**config.mk**
```make
export PLATFORM = sky130hd
export DESIGN_NAME = chan_interp
export DESIGN_NICKNAME = d
export VERILOG_FILES = /design/src/rtl/chan_interp_pkg.sv /design/src/rtl/chan_interp_store.sv /design/src/rtl/chan_interp_seq.sv /design/src/rtl/chan_interp_core.sv /design/src/rtl/chan_interp.sv
export SDC_FILE = /design/constraint.sdc
export NUM_CORES = 1
export LEC_CHECK = 0
export ABC_AREA = 0
export BUFFER_PORTS_ARGS = -buffer_cell sky130_fd_sc_hd__clkbuf_2
export CORE_UTILIZATION = 63
export DETAILED_ROUTE_END_ITERATION = 6
export PLACE_DENSITY = 0.94
export SETUP_SLACK_MARGIN = 0.02
export SLEW_MARGIN = 20
export SYNTH_ARGS = -nofsm -noshare
export SYNTH_HDL_FRONTEND = slang
export SYNTH_SLANG_ARGS = --single-unit
export TNS_END_PERCENT = 30
```
**constraint.sdc**
```tcl
create_clock -name clk -period 13.69 [get_ports clk]
set_input_delay 1.369 -clock clk [delete_from_list [all_inputs] [get_ports clk]]
set_output_delay 1.369 -clock clk [all_outputs]
set_load 0.1 [all_outputs]
```
**src/rtl/chan_interp_pkg.sv**
```systemverilog
package chan_interp_pkg;
  localparam int SAMP_W = 12;

  typedef logic signed [SAMP_W-1:0] samp_t;

  typedef struct packed {
    samp_t re;
    samp_t im;
  } cplx_t;

  // Blend of a toward b by off/2^sh, floor rounding.
  function automatic samp_t lerp_comp(input samp_t a, input samp_t b,
                                      input int off, input int sh);
    int diff;
    int prod;
    diff = int'(b) - int'(a);
    prod = (diff * off) >>> sh;
    return samp_t'(int'(a) + prod);
  endfunction

  function automatic cplx_t lerp_cplx(input cplx_t a, input cplx_t b,
                                      input int off, input int sh);
    cplx_t r;
    r.re = lerp_comp(a.re, b.re, off, sh);
    r.im = lerp_comp(a.im, b.im, off, sh);
    return r;
  endfunction
endpackage

```
**src/rtl/chan_interp_store.sv**
```systemverilog
module chan_interp_store
  import chan_interp_pkg::*;
#(
  parameter int NUM_CAR   = 48,
  parameter int NUM_PIL   = 6,
  parameter int FIRST_PIL = 4,
  parameter int SPC_LOG2  = 3,
  localparam int CAR_W    = $clog2(NUM_CAR)
) (
  input  logic                     clk,
  input  logic                     rst_n,
  input  logic                     wr_en,
  input  logic [CAR_W-1:0]         wr_car,
  input  cplx_t                    wr_val,
  output cplx_t [NUM_PIL-1:0]      pil_q
);
  logic [NUM_PIL-1:0] hit;

  for (genvar k = 0; k < NUM_PIL; k++) begin : g_pil
    localparam int POS = FIRST_PIL + (k << SPC_LOG2);
    assign hit[k] = wr_en && (wr_car == CAR_W'(POS));

    always_ff @(posedge clk) begin
      if (!rst_n)      pil_q[k] <= '0;
      else if (hit[k]) pil_q[k] <= wr_val;
    end

    a_r2_capture: assert property (@(posedge clk) disable iff (!rst_n)
      hit[k] |=> pil_q[k] == $past(wr_val));
    a_r2_untouched: assert property (@(posedge clk) disable iff (!rst_n)
      !hit[k] |=> $stable(pil_q[k]));
  end

  a_r2_one_slot: assert property (@(posedge clk) disable iff (!rst_n)
    $onehot0(hit));
endmodule

```
**src/rtl/chan_interp_seq.sv**
```systemverilog
module chan_interp_seq #(
  parameter int NUM_CAR = 48,
  localparam int CAR_W  = $clog2(NUM_CAR)
) (
  input  logic             clk,
  input  logic             rst_n,
  input  logic             start,
  input  logic             ready,
  output logic             active,
  output logic [CAR_W-1:0] car,
  output logic             last,
  output logic             beat
);
  localparam logic [CAR_W-1:0] LAST_CAR = CAR_W'(NUM_CAR - 1);

  assign last = active && (car == LAST_CAR);
  assign beat = active && ready;

  always_ff @(posedge clk) begin
    if (!rst_n) begin
      active <= 1'b0;
      car    <= '0;
    end else if (!active && start) begin
      active <= 1'b1;
      car    <= '0;
    end else if (beat) begin
      if (car == LAST_CAR) active <= 1'b0;
      else                 car    <= car + 1'b1;
    end
  end

  a_r3_launch: assert property (@(posedge clk) disable iff (!rst_n)
    (!active && start) |=> active && car == '0);
  a_r3_step: assert property (@(posedge clk) disable iff (!rst_n)
    (beat && !last) |=> active && car == $past(car) + 1'b1);
  a_r4_idle_after_last: assert property (@(posedge clk) disable iff (!rst_n)
    (beat && last) |=> !active);
  a_r5_hold: assert property (@(posedge clk) disable iff (!rst_n)
    (active && !ready) |=> active && $stable(car));
  a_r8_no_restart: assert property (@(posedge clk) disable iff (!rst_n)
    (active && start && !ready) |=> $stable(car));
endmodule

```
**src/rtl/chan_interp_core.sv**
```systemverilog
module chan_interp_core
  import chan_interp_pkg::*;
#(
  parameter int NUM_CAR   = 48,
  parameter int NUM_PIL   = 6,
  parameter int FIRST_PIL = 4,
  parameter int SPC_LOG2  = 3,
  localparam int CAR_W    = $clog2(NUM_CAR),
  localparam int IDX_W    = (NUM_PIL > 1) ? $clog2(NUM_PIL) : 1,
  localparam int SPAN     = (NUM_PIL - 1) << SPC_LOG2,
  localparam int OFF_MASK = (1 << SPC_LOG2) - 1
) (
  input  logic [CAR_W-1:0]    car,
  input  cplx_t [NUM_PIL-1:0] pil_q,
  output cplx_t               est
);
  int               rel;
  int               off;
  logic [IDX_W-1:0] seg;
  logic [IDX_W-1:0] seg_n;

  always_comb begin
    rel   = int'(car) - FIRST_PIL;
    off   = rel & OFF_MASK;
    seg   = IDX_W'(rel >>> SPC_LOG2);
    seg_n = seg + 1'b1;
    if (rel <= 0)
      est = pil_q[0];
    else if (rel >= SPAN)
      est = pil_q[NUM_PIL-1];
    else
      est = lerp_cplx(pil_q[seg], pil_q[seg_n], off, SPC_LOG2);
  end
endmodule

```
**src/rtl/chan_interp.sv**
```systemverilog
module chan_interp
  import chan_interp_pkg::*;
#(
  parameter int NUM_CAR   = 48,
  parameter int NUM_PIL   = 6,
  parameter int FIRST_PIL = 4,
  parameter int SPC_LOG2  = 3,
  localparam int CAR_W    = $clog2(NUM_CAR)
) (
  input  logic              clk,
  input  logic              rst_n,
  input  logic              pil_valid,
  input  logic [CAR_W-1:0]  pil_car,
  input  logic [SAMP_W-1:0] pil_re,
  input  logic [SAMP_W-1:0] pil_im,
  input  logic              start,
  input  logic              est_ready,
  output logic              est_valid,
  output logic [CAR_W-1:0]  est_car,
  output logic [SAMP_W-1:0] est_re,
  output logic [SAMP_W-1:0] est_im,
  output logic              est_last
);
  cplx_t [NUM_PIL-1:0] pil_q;
  cplx_t               wr_val;
  cplx_t               est;
  logic                active;
  logic                beat;
  logic                wr_en;

  assign wr_en     = pil_valid && !active;
  assign wr_val.re = samp_t'(pil_re);
  assign wr_val.im = samp_t'(pil_im);

  chan_interp_store #(
    .NUM_CAR(NUM_CAR), .NUM_PIL(NUM_PIL),
    .FIRST_PIL(FIRST_PIL), .SPC_LOG2(SPC_LOG2)
  ) u_store (
    .clk(clk), .rst_n(rst_n), .wr_en(wr_en),
    .wr_car(pil_car), .wr_val(wr_val), .pil_q(pil_q)
  );

  chan_interp_seq #(.NUM_CAR(NUM_CAR)) u_seq (
    .clk(clk), .rst_n(rst_n), .start(start), .ready(est_ready),
    .active(active), .car(est_car), .last(est_last), .beat(beat)
  );

  chan_interp_core #(
    .NUM_CAR(NUM_CAR), .NUM_PIL(NUM_PIL),
    .FIRST_PIL(FIRST_PIL), .SPC_LOG2(SPC_LOG2)
  ) u_core (
    .car(est_car), .pil_q(pil_q), .est(est)
  );

  assign est_valid = active;
  assign est_re    = est.re;
  assign est_im    = est.im;

  a_r8_frozen: assert property (@(posedge clk) disable iff (!rst_n)
    est_valid |=> $stable(pil_q));
  a_r5_data_hold: assert property (@(posedge clk) disable iff (!rst_n)
    (est_valid && !est_ready) |=> $stable(est_re) && $stable(est_im) && $stable(est_last));
  a_r6_low_edge: assert property (@(posedge clk) disable iff (!rst_n)
    (est_valid && est_car == '0) |-> est == pil_q[0]);
  a_r4_last_beat: assert property (@(posedge clk) disable iff (!rst_n)
    (est_valid && est_last) |-> est_car == CAR_W'(NUM_CAR - 1));
endmodule

```
==> flow_summary.json <==
{
  "status": "finished, final reports clean",
  "p_total_uw": 981,
  "comb_power_share": 0.056,
  "antenna_violating_nets_post_route": 0,
  "layout_worst_path_cycle_share": 0.893,
  "cts_resized": 0,
  "ys_top_cells_by_count": "nand2_1, dfxtp_1, a21boi_0",
  "final.hold.worst_slack_ps": 487,
  "clock-skew-final_ps": 16.0,
  "critical-path-top-delay-family": "compound AO/OA/AOI/OAI gates",
  "critical_path.slowest_cell": "dfxtp_1",
  "power.ir.vdd_worst_uv": 93.2,
  "final_net_count": 1795,
  "crit-reg2reg-launch": "u_seq.active$_SDFFE_PN0P_",
  "timing.critical_path.fanout_max": 50,
  "sw_frac_of_total": 0.262,
  "worst_slew_margin_relative_to_its_limit": 0.202,
  "grt_util_all_layers": 0.365,
  "post_synth_main_area_contributors": "dfxtp_1, nand2_1, ha_1, a21boi_0, mux4_2",
  "num_vias": 12700,
  "holdPathEnd": "u_store.pil_q[68]$_SDFFE_PN0P_",
  "firstDrtPassIters": 6,
  "core_footprint_um2": 20400,
  "min-delay-path-class": "flip-flop to flip-flop",
  "first_global_vias": 12100,
  "cell_internal_pwr_uw": 724,
  "critical_path.most_common_cell": "ha_1",
  "cts_num_sinks": 151,
  "avgViaCountPerCell": 6.63,
  "critical_path_required_ps": 12320,
  "insertion_delay_ps": 450,
  "min_path_cells": 2,
  "dr_drc_count": 0,
  "power.density_cell_area_nw_per_um2": 69.3,
  "die_width_um": 146,
  "share_clk_of_total_power": 0.492,
  "synth.largest_area_cell": "dfxtp_1",
  "dpl.hpwl_mm": 26.2,
  "layout.cells.non_filler": 1913,
  "detail_route.wl_per_cell_um": 20.5,
  "drive_above_1_share": 0.111,
  "final_period_minus_worst_setup_slack_ps": 12230,
  "port-buffer-count": 66,
  "cts_inserted_buffers": 17,
  "cp-end-kind": "output port",
  "insertedDiodeCount": 0,
  "design.die.area_um2": 21400,
  "reg2reg_slack_ps": 11100,
  "max_slew.worst_pin.slew_ps": 1200,
  "maximum_number_of_pins_on_one_net_before_global_route_repair": 147,
  "antenna_found_initial": 0,
  "synth_nets": 1800,
  "synthDominantCellAreaShare": 0.230,
  "reported_net_switching_power_uw": 258,
  "placedCellCount": 1881,
  "maxSlewViolCount": 0,
  "drt_total_wl_mm": 39.2,
  "maxCapViolCount": 0,
  "synth_top_flop_cell": "dfxtp_1",
  "hold_viol": 0,
  "synthMostInstantiatedCell": "nand2_1",
  "gpl.final_weighted_congestion": 0.924,
  "tritoncts": "done",
  "synthesis.area_per_instance_um2": 8.04,
  "globalRoute.totalOverflow": 0,
  "synth_cell_type_count": 70,
  "clkSlewWorstSetupHoldPaths_ps": 70,
  "grt_pass1_wl_mm": 62.0,
  "cts.root.buffer_cell": "clkbuf_16",
  "fillers": 1447,
  "cts.path.max_buffers": 2,
  "postCtsSetupRepairBufs": 0,
  "initial_core_util": 0.645,
  "arrival_ps": 10860,
  "ctsHtreeMaxLevel": 4,
  "syn_inst": 1635,
  "finalSetupTns_ps": 0,
  "synth_edf_count": 0,
  "startpoint_type": "flip-flop",
  "synthArstFlopShare": 0,
  "finalSetupViolations": 0,
  "synth_seq_cells": 151,
  "r2r_cells": 4,
  "unrepaired_setup_endpoints_after_global_routing": "no",
  "synth_warnings": 0,
  "syn_to_final_growth_pct": 7.67,
  "crit_type": "flip-flop to output port",
  "portion_of_the_post_synthesis_area_used_by_sequential_elements": 0.230,
  "drtIter0Drc": 1565,
  "core_rows": 52,
  "floorplan.die.height_um": 146,
  "hold_path.startpoint": "u_store.pil_q[68]$_SDFFE_PN0P_",
  "syn_area_um2": 13100,
  "regToRegEndpoint": "u_store.pil_q[37]$_SDFFE_PN0P_",
  "critical_path_buf_inv_count": 5,
  "ctsHoldBuffers": 0,
  "static-leakage-power_nw": 5.49,
  "timing.fmax_mhz": 81.8,
  "pin_count": 67,
  "critPathMaxStageDelay_ps": 840,
  "pwr-share-seq": 0.452
}
==> power by group through the flow <==
stage          registers, mW  logic [mW]  clock network [mW]
2_1_floorplan          0.455      0.0319                   0
3_3_place_gp           0.453      0.0518                   0
3_5_place_dp           0.453      0.0529                   0
4_1_cts                0.443      0.0535               0.479
5_1_grt                0.444      0.0583               0.495
6_report               0.444      0.0546               0.483
==> kinds of logic after synthesis <==
group,share of synthesized area
compound gates,0.193
xor+xnor,0.0516
fa+ha+maj,0.141
buf+inv,0.0663
flops,0.230
mux,0.124
simple gates,0.194
==> cells in the final DEF (no fill, tap or decap), types with 46 or more instances in the layout <==
cell type,Yosys,layout
mux2i_1,50,50
a21oi_1,51,51
mux4_2,48,48
a21boi_0,146,146
and2_1,46,46
dfxtp_1,151,151
nor2_1,52,52
inv_1,128,128
ha_1,102,101
clkbuf_2,0,65
nand2_1,399,397
==> flip-flops by register name, summed over array words and instances (netlist names) <==
signal and count:
u_store.pil_q 144, u_seq.active 1, u_seq.car 6
==> final cells by class <==
class	instances	area [µm²]	share of cell area
clock buffer	18	439	0.0310
timing repair buffer	74	397	0.0280
sequential	151	3020	0.214
inverter	131	494	0.0349
clock inverter	14	153	0.0108
multi-input combinational	1255	9310	0.658
tap	270	338	0.0239
==> per-layer routing <==
| layer | routed length, µm | GRT usage | vias up | share of wire |
|---|---|---|---|---|
| met5 | 0 | 0 | - | 0 |
| met4 | 2000 | 0.191 | 0 | 0.051 |
| met3 | 4730 | 0.0931 | 220 | 0.12 |
| met2 | 17700 | 0.572 | 940 | 0.45 |
| met1 | 14800 | 0.465 | 5939 | 0.38 |
| li1 | - | - | 5579 | - |
==> through the flow <==
| stage | cell area, µm² | utilization | worst slack (ps) |
|---|---|---|---|
| after global routing | 14200 | 0.695 | 979 |
| after detailed placement | 13500 | 0.665 | 2220 |
| after CTS | 14100 | 0.694 | 1690 |
| after global placement | 13500 | 0.665 | 2570 |
| final | 14200 | 0.695 | 1460 |
| after floorplan | 13100 | - | 713 |
==> tightest hold or removal path: stages, from the launching register on <==
cell and delay, ps:
dfxtp_1 320, nand2_1 50, a21boi_0 60
==> worst max path at each step <==
stage	startpoint	endpoint	slack [ps]	cells past startpoint
after floorplan	u_seq.car[2]$_SDFFE_PP0P_	est_re[10]	710	38
after global placement	u_seq.car[2]$_SDFFE_PP0P_	est_re[11]	2570	36
after detailed placement	u_seq.car[2]$_SDFFE_PP0P_	est_re[11]	2220	36
after CTS	u_seq.car[2]$_SDFFE_PP0P_	est_re[11]	1690	36
after global routing	u_seq.car[2]$_SDFFE_PP0P_	est_im[11]	980	37
final	u_seq.car[2]$_SDFFE_PP0P_	est_re[11]	1460	36
Note: power is estimated with default switching activity, not from simulation.
